$ cat src/rtl/dbf_pkg.sv
package dbf_pkg;
    // Field widths of the two filter-time fields in the control word
    localparam int SHORT_W = 6;
    localparam int LONG_W  = 10;
    // Counters must reach the largest threshold
    localparam int CNT_W   = LONG_W;
    typedef logic [CNT_W-1:0] cnt_t;
endpackage

$ cat src/rtl/dbf_thr_pick.sv
module dbf_thr_pick
    import dbf_pkg::*;
(
    input  logic [SHORT_W-1:0] short_lim,
    input  logic [LONG_W-1:0]  long_lim,
    input  logic               use_long,
    output cnt_t               thr
);
    always_comb begin
        if (use_long) begin
            thr = cnt_t'(long_lim);
        end else begin
            thr = cnt_t'(short_lim);
        end
    end
endmodule

$ cat src/rtl/dbf_step.sv
module dbf_step
    import dbf_pkg::*;
(
    input  logic raw,
    input  logic cur,
    input  cnt_t cnt_cur,
    input  cnt_t thr,
    output cnt_t cnt_nxt,
    output logic take
);
    always_comb begin
        take    = 1'b0;
        cnt_nxt = '0;
        if (raw != cur) begin
            if (cnt_cur >= thr) begin
                take = 1'b1;
            end else begin
                cnt_nxt = cnt_cur + cnt_t'(1);
            end
        end
    end
endmodule

$ cat src/rtl/dbf_cnt_ram.sv
module dbf_cnt_ram
    import dbf_pkg::*;
#(
    parameter int DEPTH = 32,
    parameter int AW    = 5
) (
    input  logic          clk,
    input  logic          rst_n,
    input  logic [AW-1:0] rd_addr,
    output cnt_t          rd_data,
    input  logic          we,
    input  logic [AW-1:0] wr_addr,
    input  cnt_t          wr_data
);
    cnt_t mem_q [DEPTH];
    cnt_t mem_d [DEPTH];

    always_comb begin
        rd_data = '0;
        for (int i = 0; i < DEPTH; i++) begin
            if (AW'(i) == rd_addr) rd_data = mem_q[i];
        end
    end

    always_comb begin
        for (int i = 0; i < DEPTH; i++) begin
            mem_d[i] = mem_q[i];
            if (we && AW'(i) == wr_addr) mem_d[i] = wr_data;
        end
    end

    always_ff @(posedge clk) begin
        for (int i = 0; i < DEPTH; i++) begin
            if (!rst_n) mem_q[i] <= '0;
            else        mem_q[i] <= mem_d[i];
        end
    end
endmodule

$ cat src/rtl/dbf_filter.sv
module dbf_filter
    import dbf_pkg::*;
#(
    parameter int N = 32,
    localparam int AW = (N > 1) ? $clog2(N) : 1
) (
    input  logic               clk,
    input  logic               rst_n,
    input  logic               smp_valid,
    input  logic [AW-1:0]      smp_addr,
    input  logic               smp_bit,
    input  logic [N-1:0]       sel_long,
    input  logic [SHORT_W-1:0] short_lim,
    input  logic [LONG_W-1:0]  long_lim,
    output logic [N-1:0]       filt_word
);
    localparam bit FULL_RANGE = (N == (1 << AW));

    typedef struct packed {
        logic [N-1:0] filt;
    } state_t;

    state_t st_d, st_q;
    logic   addr_ok;
    logic   cur_bit;
    logic   cur_sel;
    cnt_t   cnt_rd, cnt_wr, thr;
    logic   take;

    always_comb begin
        if (FULL_RANGE) addr_ok = 1'b1;
        else            addr_ok = (int'(smp_addr) < N);
        cur_bit = 1'b0;
        cur_sel = 1'b0;
        for (int i = 0; i < N; i++) begin
            if (AW'(i) == smp_addr) begin
                cur_bit = st_q.filt[i];
                cur_sel = sel_long[i];
            end
        end
    end

    dbf_thr_pick u_pick (
        .short_lim (short_lim),
        .long_lim  (long_lim),
        .use_long  (cur_sel),
        .thr       (thr)
    );

    dbf_cnt_ram #(.DEPTH(N), .AW(AW)) u_ram (
        .clk     (clk),
        .rst_n   (rst_n),
        .rd_addr (smp_addr),
        .rd_data (cnt_rd),
        .we      (smp_valid && addr_ok),
        .wr_addr (smp_addr),
        .wr_data (cnt_wr)
    );

    dbf_step u_step (
        .raw     (smp_bit),
        .cur     (cur_bit),
        .cnt_cur (cnt_rd),
        .thr     (thr),
        .cnt_nxt (cnt_wr),
        .take    (take)
    );

    always_comb begin
        st_d = st_q;
        if (smp_valid && addr_ok && take) begin
            for (int i = 0; i < N; i++) begin
                if (AW'(i) == smp_addr) st_d.filt[i] = smp_bit;
            end
        end
    end

    always_ff @(posedge clk) begin
        if (!rst_n) st_q <= '0;
        else        st_q <= st_d;
    end

    assign filt_word = st_q.filt;
endmodule

$ cat config.mk
export PLATFORM = sky130hd
export DESIGN_NAME = dbf_filter
export DESIGN_NICKNAME = d
export VERILOG_FILES = /design/src/rtl/dbf_pkg.sv /design/src/rtl/dbf_thr_pick.sv /design/src/rtl/dbf_step.sv /design/src/rtl/dbf_cnt_ram.sv /design/src/rtl/dbf_filter.sv
export SDC_FILE = /design/constraint.sdc
export NUM_CORES = 1
export LEC_CHECK = 0
export CORE_UTILIZATION = 45
export DETAILED_ROUTE_END_ITERATION = 16
export DONT_BUFFER_PORTS = 1
export PLACE_DENSITY_LB_ADDON = 0.05
export SKIP_CTS_REPAIR_TIMING = 1
export SKIP_LAST_GASP = 1
export SYNTH_ARGS = -nofsm -noshare
export SYNTH_HDL_FRONTEND = slang
export SYNTH_SLANG_ARGS = --single-unit
$ cat constraint.sdc
create_clock -name clk -period 10.6 [get_ports clk]
set_clock_uncertainty 0.1 [all_clocks]
set_input_delay 1.59 -clock clk [delete_from_list [all_inputs] [get_ports clk]]
set_output_delay 1.59 -clock clk [all_outputs]
set_load 0.01 [all_outputs]
==> run metrics, run 1 <==
Pwr Total 3.23 mW; Slew Limit Fails 0; startpoint types input pin; Final WS setup 3590 ps; leading cell type by number of instances after synthesis nand2_1; fillers 4152; Synth top cells by count nand2_1, dfxtp_1, o21ai_0; largest net degree at the start of global routing 385; initial antenna violation count 3; number of synthesized flops with an enable pin 0; TritonCTS Sinks 352; H-tree levels 2; Detailed Routing Iterations Pass 1 8; Hold Path Class reg2reg; Synth-to-Final Area Change 6.45%; Syn Nets 2413; crit-path max FO 163; CTS clk-pin slew, worst paths 60 ps; placed instance area 19200 sq um; routing usage on met3 9.47%; CP Class in2reg; CP Capture Type flop; Top FF cell, synth dfxtp_1; io pins 89; Seq/Total Area, Yosys 36.5%; clk buf depth 3; Slew HR 3.77%; period utilization 66.2%; RSZ-0062 raised after global routing false; Avg Inst Size Synth 8.22 sq um; Num CTS Buffers 42; Routed WL per cell 31.2 um; met1 usage 53.0%; crit path DAT 7410 ps; core region area 42100 sq um; actual transition at the worst max-transition pin 1440 ps; worst endpoint required time 11000 ps; ys async rst share 0%; WL final 85600 um; Slowest-stage cell, CP or2_2; first-pass GRT wire length 126000 um; min Tclk post-route 7010 ps; met2 Usage GRT 55.9%; fmax 143 MHz; critical-path cell list or2_2, o311ai_1, a31oi_1, o2111ai_1, a21oi_1, a221oi_4, mux2_2, ha_1, nor2b_1, o21ai_0, a211oi_1, o21ai_0, o211ai_1, o21ai_4, buf_4, nor2_2, buf_4, nand2_1, buf_4, o21ai_0; Site Rows 75; routability cong. 0.955; Pwr Density 157 nW/um^2; Routed Antenna Nets 0; nets@finish 2245; largest cells by area after synthesis dfxtp_1, nand2_1, a32o_1, a21boi_0, o21ai_0; setup TNS 0 ps; pre-CTS WS 3240 ps; initial DRC count 3003; FF+latch count, synth 352; GR Util All Layers 38.6%; port bufs 0; gr busiest metal met2; Unique masters post-synth 100; Final Hold Viols 0; Mapped Area 19300 sq um; die span in x 209 um; worst vdd ir 116 uV; vias 19300; Finished Core Util 48.7%; Post-route DRC 0; Clk Latency, worst-skew pair 590 ps; max_cap viols 0; Leak Pwr 6.49 nW; vias in the first global route 18000; top cell type's share of synthesized area 36.5%; Crit path largest cell delay 580 ps; YS warnings 0; Post-Syn Instances 2345; GRT Residual Overflow 0; setup violators final 0; status finished, final reports clean; share of layout cells above drive strength 1 8.56%; Die Footprint 43700 sq um; CTS root buffer clkbuf_16; post-route cell area 20500 sq um; CTS tree built; dpl hpwl 53900 um; vias per cell 7.03; Die Height 209 um; Starting Density 45.8%; leading area contributor after synthesis dfxtp_1
power by group:
part           switching (mW)  leakage (nW)  internal [mW]
logic                   0.328          2.98          0.107
registers             0.00316          2.83           1.33
clock network           0.604         0.677          0.863
state kept, by name, indices dropped and copies added (netlist names):
signal and count:
filt_word 32, u_ram.mem_q 320
cell families after synthesis:
logic type                 after synthesis  share of synthesized area [%]
buffers and inverters                  271                           6.64
xor gates and xnor gates                 7                          0.357
muxes                                   74                           4.54
AOI/OAI and AO/OA                      805                           30.7
DFF                                    352                           36.5
and+or+nand+nor                        825                           20.5
adders and majority gates               11                          0.714
path summary, 6_finish.rpt:
check	startpoint	endpoint	slack, ps	depth (start not counted)
hold / removal	u_ram.mem_q[1][3]	u_ram.mem_q[1][3]	350	2
setup / recovery	smp_addr[0]	u_ram.mem_q[0][14]	3590	20
setup reg to reg	u_ram.mem_q[1][1]	u_ram.mem_q[0][14]	5000	19
hold reg to reg	u_ram.mem_q[1][3]	u_ram.mem_q[1][3]	350	2
through the flow:
stage / cells / hold slack, ps
2_1_floorplan: 2345 / 330
3_3_place_gp: 2672 / 338
3_5_place_dp: 2672 / 343
4_1_cts: 2746 / 351
5_1_grt: 2746 / 366
6_report: 2747 / 351
per-layer routing:
metal | part of all wire [%] | vias up
li1 | - | 8371
met1 | 41 | 9385
met2 | 42 | 1273
met3 | 11 | 267
met4 | 5.6 | 4
met5 | 0.032 | -
critical path: cells and delay by family:
family | cells | cell delay (ps)
adders and majority gates | 1 | 290
and+or+nand+nor | 4 | 1340
muxes | 1 | 420
AOI/OAI and AO/OA | 11 | 2530
buffers and inverters | 3 | 1070
cell usage in the layout, fill, tap and decap left out, drive strengths merged, types with 10 or more instances in the layout:
master	count
buf	42
mux2i	47
nand2b	27
a21oi	77
o21a	10
nor2b	19
a21boi	162
nor2	75
clkbuf	62
a31oi	12
o211ai	79
o221ai	14
nand3	150
o22ai	18
nor3	64
a32o	100
o311ai	36
inv	19
nand3b	14
o21ai	173
mux2	18
a211oi	18
nand2	396
a221oi	10
a32oi	10
nor3b	13
dfxtp	352
ha	11
layout make-up:
cell class / count / area, sq um / share of cell area, %
multi-input cells: 1722 / 11100 / 53.9
flip-flops and latches: 352 / 7050 / 34.3
clock buffers: 62 / 1250 / 6.08
well taps: 539 / 674 / 3.28
repair buffers: 42 / 315 / 1.54
clock inverters: 12 / 124 / 0.603
inverters: 17 / 63.8 / 0.311
diodes: 1 / 2.50 / 0.0122
Power figures use the tool's default switching activity.
==> run 2: changes to the inputs <==
==> constraint.sdc (replaced) <==
create_clock -name clk -period 6.25 [get_ports clk]
set_clock_uncertainty 0.1 [all_clocks]
set_input_delay 0.9375 -clock clk [delete_from_list [all_inputs] [get_ports clk]]
set_output_delay 0.9375 -clock clk [all_outputs]
set_load 0.01 [all_outputs]
==> run 2 against run 1 <==
Effect of this change: the run now ends with slew limit left; cell count grew 0.73%; sequential share of layout area shrank 0.42 points; combinational power grew 79%; critical path depth shrank 5; die area is the same; critical path type unchanged.
==> run metrics, run 2 (same netlist as run 1, synthesis figures left out) <==
Antenna Cells 0; Pwr Density 268 nW/um^2; WL final 86000 um; worst vdd ir 170 uV; Final Hold Viols 0; CP Buf/Inv Count 2; CTS root buffer clkbuf_16; R2R cell count 14; nets@finish 2267; slack of the worst reg-to-reg path 1100 ps; Synth-to-Final Area Change 7.77%; Site Rows 75; NetSw 1.60 mW; Slew HR -9.59%; routability cong. 0.969; Combinational Power Share 14.0%; Clk Latency, worst-skew pair 590 ps; core region area 42100 sq um; Top Layer Used met4; RSZ-0062 raised after global routing false; port bufs 0; min Tclk post-route 5820 ps; reg2reg end u_ram.mem_q[1][94]; Slowest-stage cell, CP o32ai_1; CP Class in2reg; die span in x 209 um; sw frac 28.7%; wl on met1 35100 um; post-route cell area 20800 sq um; most common cell after layout, fill and taps aside nand2_1; actual transition at the worst max-transition pin 1640 ps; critical path's top delay family compound AO/OA/AOI/OAI gates; RR Startpoint u_ram.mem_q[0][75]; hold slack final 352 ps; period utilization 93.1%; initial DRC count 3150; Hold Crit Depth 2; status finished with violations; Detailed Routing Iterations Pass 1 8; Die Footprint 43700 sq um; dpl hpwl 54200 um; Final WS setup 430 ps; CTS tree built; first-pass GRT wire length 125000 um; Post-route DRC 0; Starting Density 45.8%; Die Height 209 um; vias per cell 7.02; placed instance area 19400 sq um; Routed WL per cell 31.1 um; Routed Antenna Nets 0; crit-path max FO 190; Finished Core Util 49.3%; fillers 4123; setup TNS 0 ps; pre-CTS WS 416 ps; setup violators final 0; Hold Path Origin u_ram.mem_q[1][13]; crit path DAT 6160 ps; max_cap viols 0; CTS clk-pin slew, worst paths 60 ps; Num CTS Buffers 41; Seq pwr share 40.5%; share of layout cells above drive strength 1 9.38%; largest net degree at the start of global routing 385; critical-path cell list nand2_1, o32ai_1, o31ai_1, o221ai_1, a41oi_2, ha_1, o21ai_0, o21ai_0, o211ai_1, o21ai_4, buf_12, nor2_2, nand2_1, buf_4, o21ai_0; fmax 172 MHz; Leak Pwr 6.63 nW; vias 19400; vias in the first global route 18000; WL met2 35800 um; H-tree levels 2; clock power share 45.5%; worst endpoint required time 6590 ps; met3 WL post-DR 10400 um; Most common cell on crit path o21ai_0; Slew Limit Fails 163; clk buf depth 3; GRT Residual Overflow 0; Hold Path Class reg2reg; initial antenna violation count 0; number of flip-flops in the largest register 320; register with the most flip-flops u_ram.mem_q; Crit path largest cell delay 1040 ps; Hold Path End u_ram.mem_q[1][13]; failing checks slew limit; TritonCTS Sinks 352; startpoint types input pin; GR Util All Layers 38.5%; most frequent cells in the layout nand2_1, dfxtp_1, o21ai_0; total internal power 3.97 mW; CP Capture Type flop; io pins 89
-- run 2: changes by cell type in the layout (fill, tap and decap cells not counted), moves of 2 or more --
cell / change
buf_4: +17
buf_12: +6
bufinv_16: +2
inv_6: -2
-- run 2: routing by layer --
layer | vias to the layer above | track usage (%)
li1 | 8418 | -
met1 | 9455 | 52.6
met2 | 1318 | 55.2
met3 | 242 | 10.1
met4 | 0 | 20.4
met5 | - | 0
-- run 2: power by group through the flow --
| stage | Sequential (mW) | Combinational [mW] | Clock [mW] |
|---|---|---|---|
| 6_report | 2.26 | 0.779 | 2.54 |
| 5_1_grt | 2.26 | 0.787 | 2.64 |
| 4_1_cts | 2.26 | 0.740 | 2.55 |
| 3_5_place_dp | 2.31 | 0.738 | 0 |
| 3_3_place_gp | 2.31 | 0.739 | 0 |
| 2_1_floorplan | 2.30 | 0.495 | 0 |
-- run 2: worst max-delay path by stage --
| stage | start | endpoint | slack (ps) | depth (start not counted) |
|---|---|---|---|---|
| floorplan | smp_addr[1] | u_ram.mem_q[0][139] | 550 | 26 |
| global placement | smp_addr[1] | u_ram.mem_q[0][24] | 380 | 15 |
| detailed placement | smp_addr[1] | u_ram.mem_q[1][94] | 420 | 15 |
| CTS | smp_addr[1] | u_ram.mem_q[1][94] | 990 | 15 |
| global route | smp_addr[1] | u_ram.mem_q[1][94] | 630 | 15 |
| finish | smp_addr[1] | u_ram.mem_q[1][94] | 430 | 15 |
-- run 2: stage by stage --
stage | power (mW) | std cells
final | 5.57 | 2767
after global routing | 5.68 | 2767
after CTS | 5.54 | 2767
after detailed placement | 3.04 | 2695
after global placement | 3.04 | 2695
after floorplan | 2.80 | 2345
-- run 2: cell type report --
type / count / area, sq um / area share, %
clock inverter: 10 / 161 / 0.777
tap: 539 / 674 / 3.24
timing repair buffer: 65 / 563 / 2.71
multi-input combinational: 1722 / 11000 / 53.2
inverter: 17 / 63.8 / 0.307
sequential: 352 / 7050 / 33.9
clock buffer: 62 / 1230 / 5.90
-- run 2: worst register-to-register path, cell delays in order (launching register included) --
cell,delay [ps]
dfxtp_1,400
o32ai_1,940
o31ai_1,310
o221ai_1,620
a41oi_2,550
ha_1,450
o21ai_0,70
o21ai_0,140
o211ai_1,170
o21ai_4,180
buf_12,270
nor2_2,80
nand2_1,100
buf_4,400
o21ai_0,230
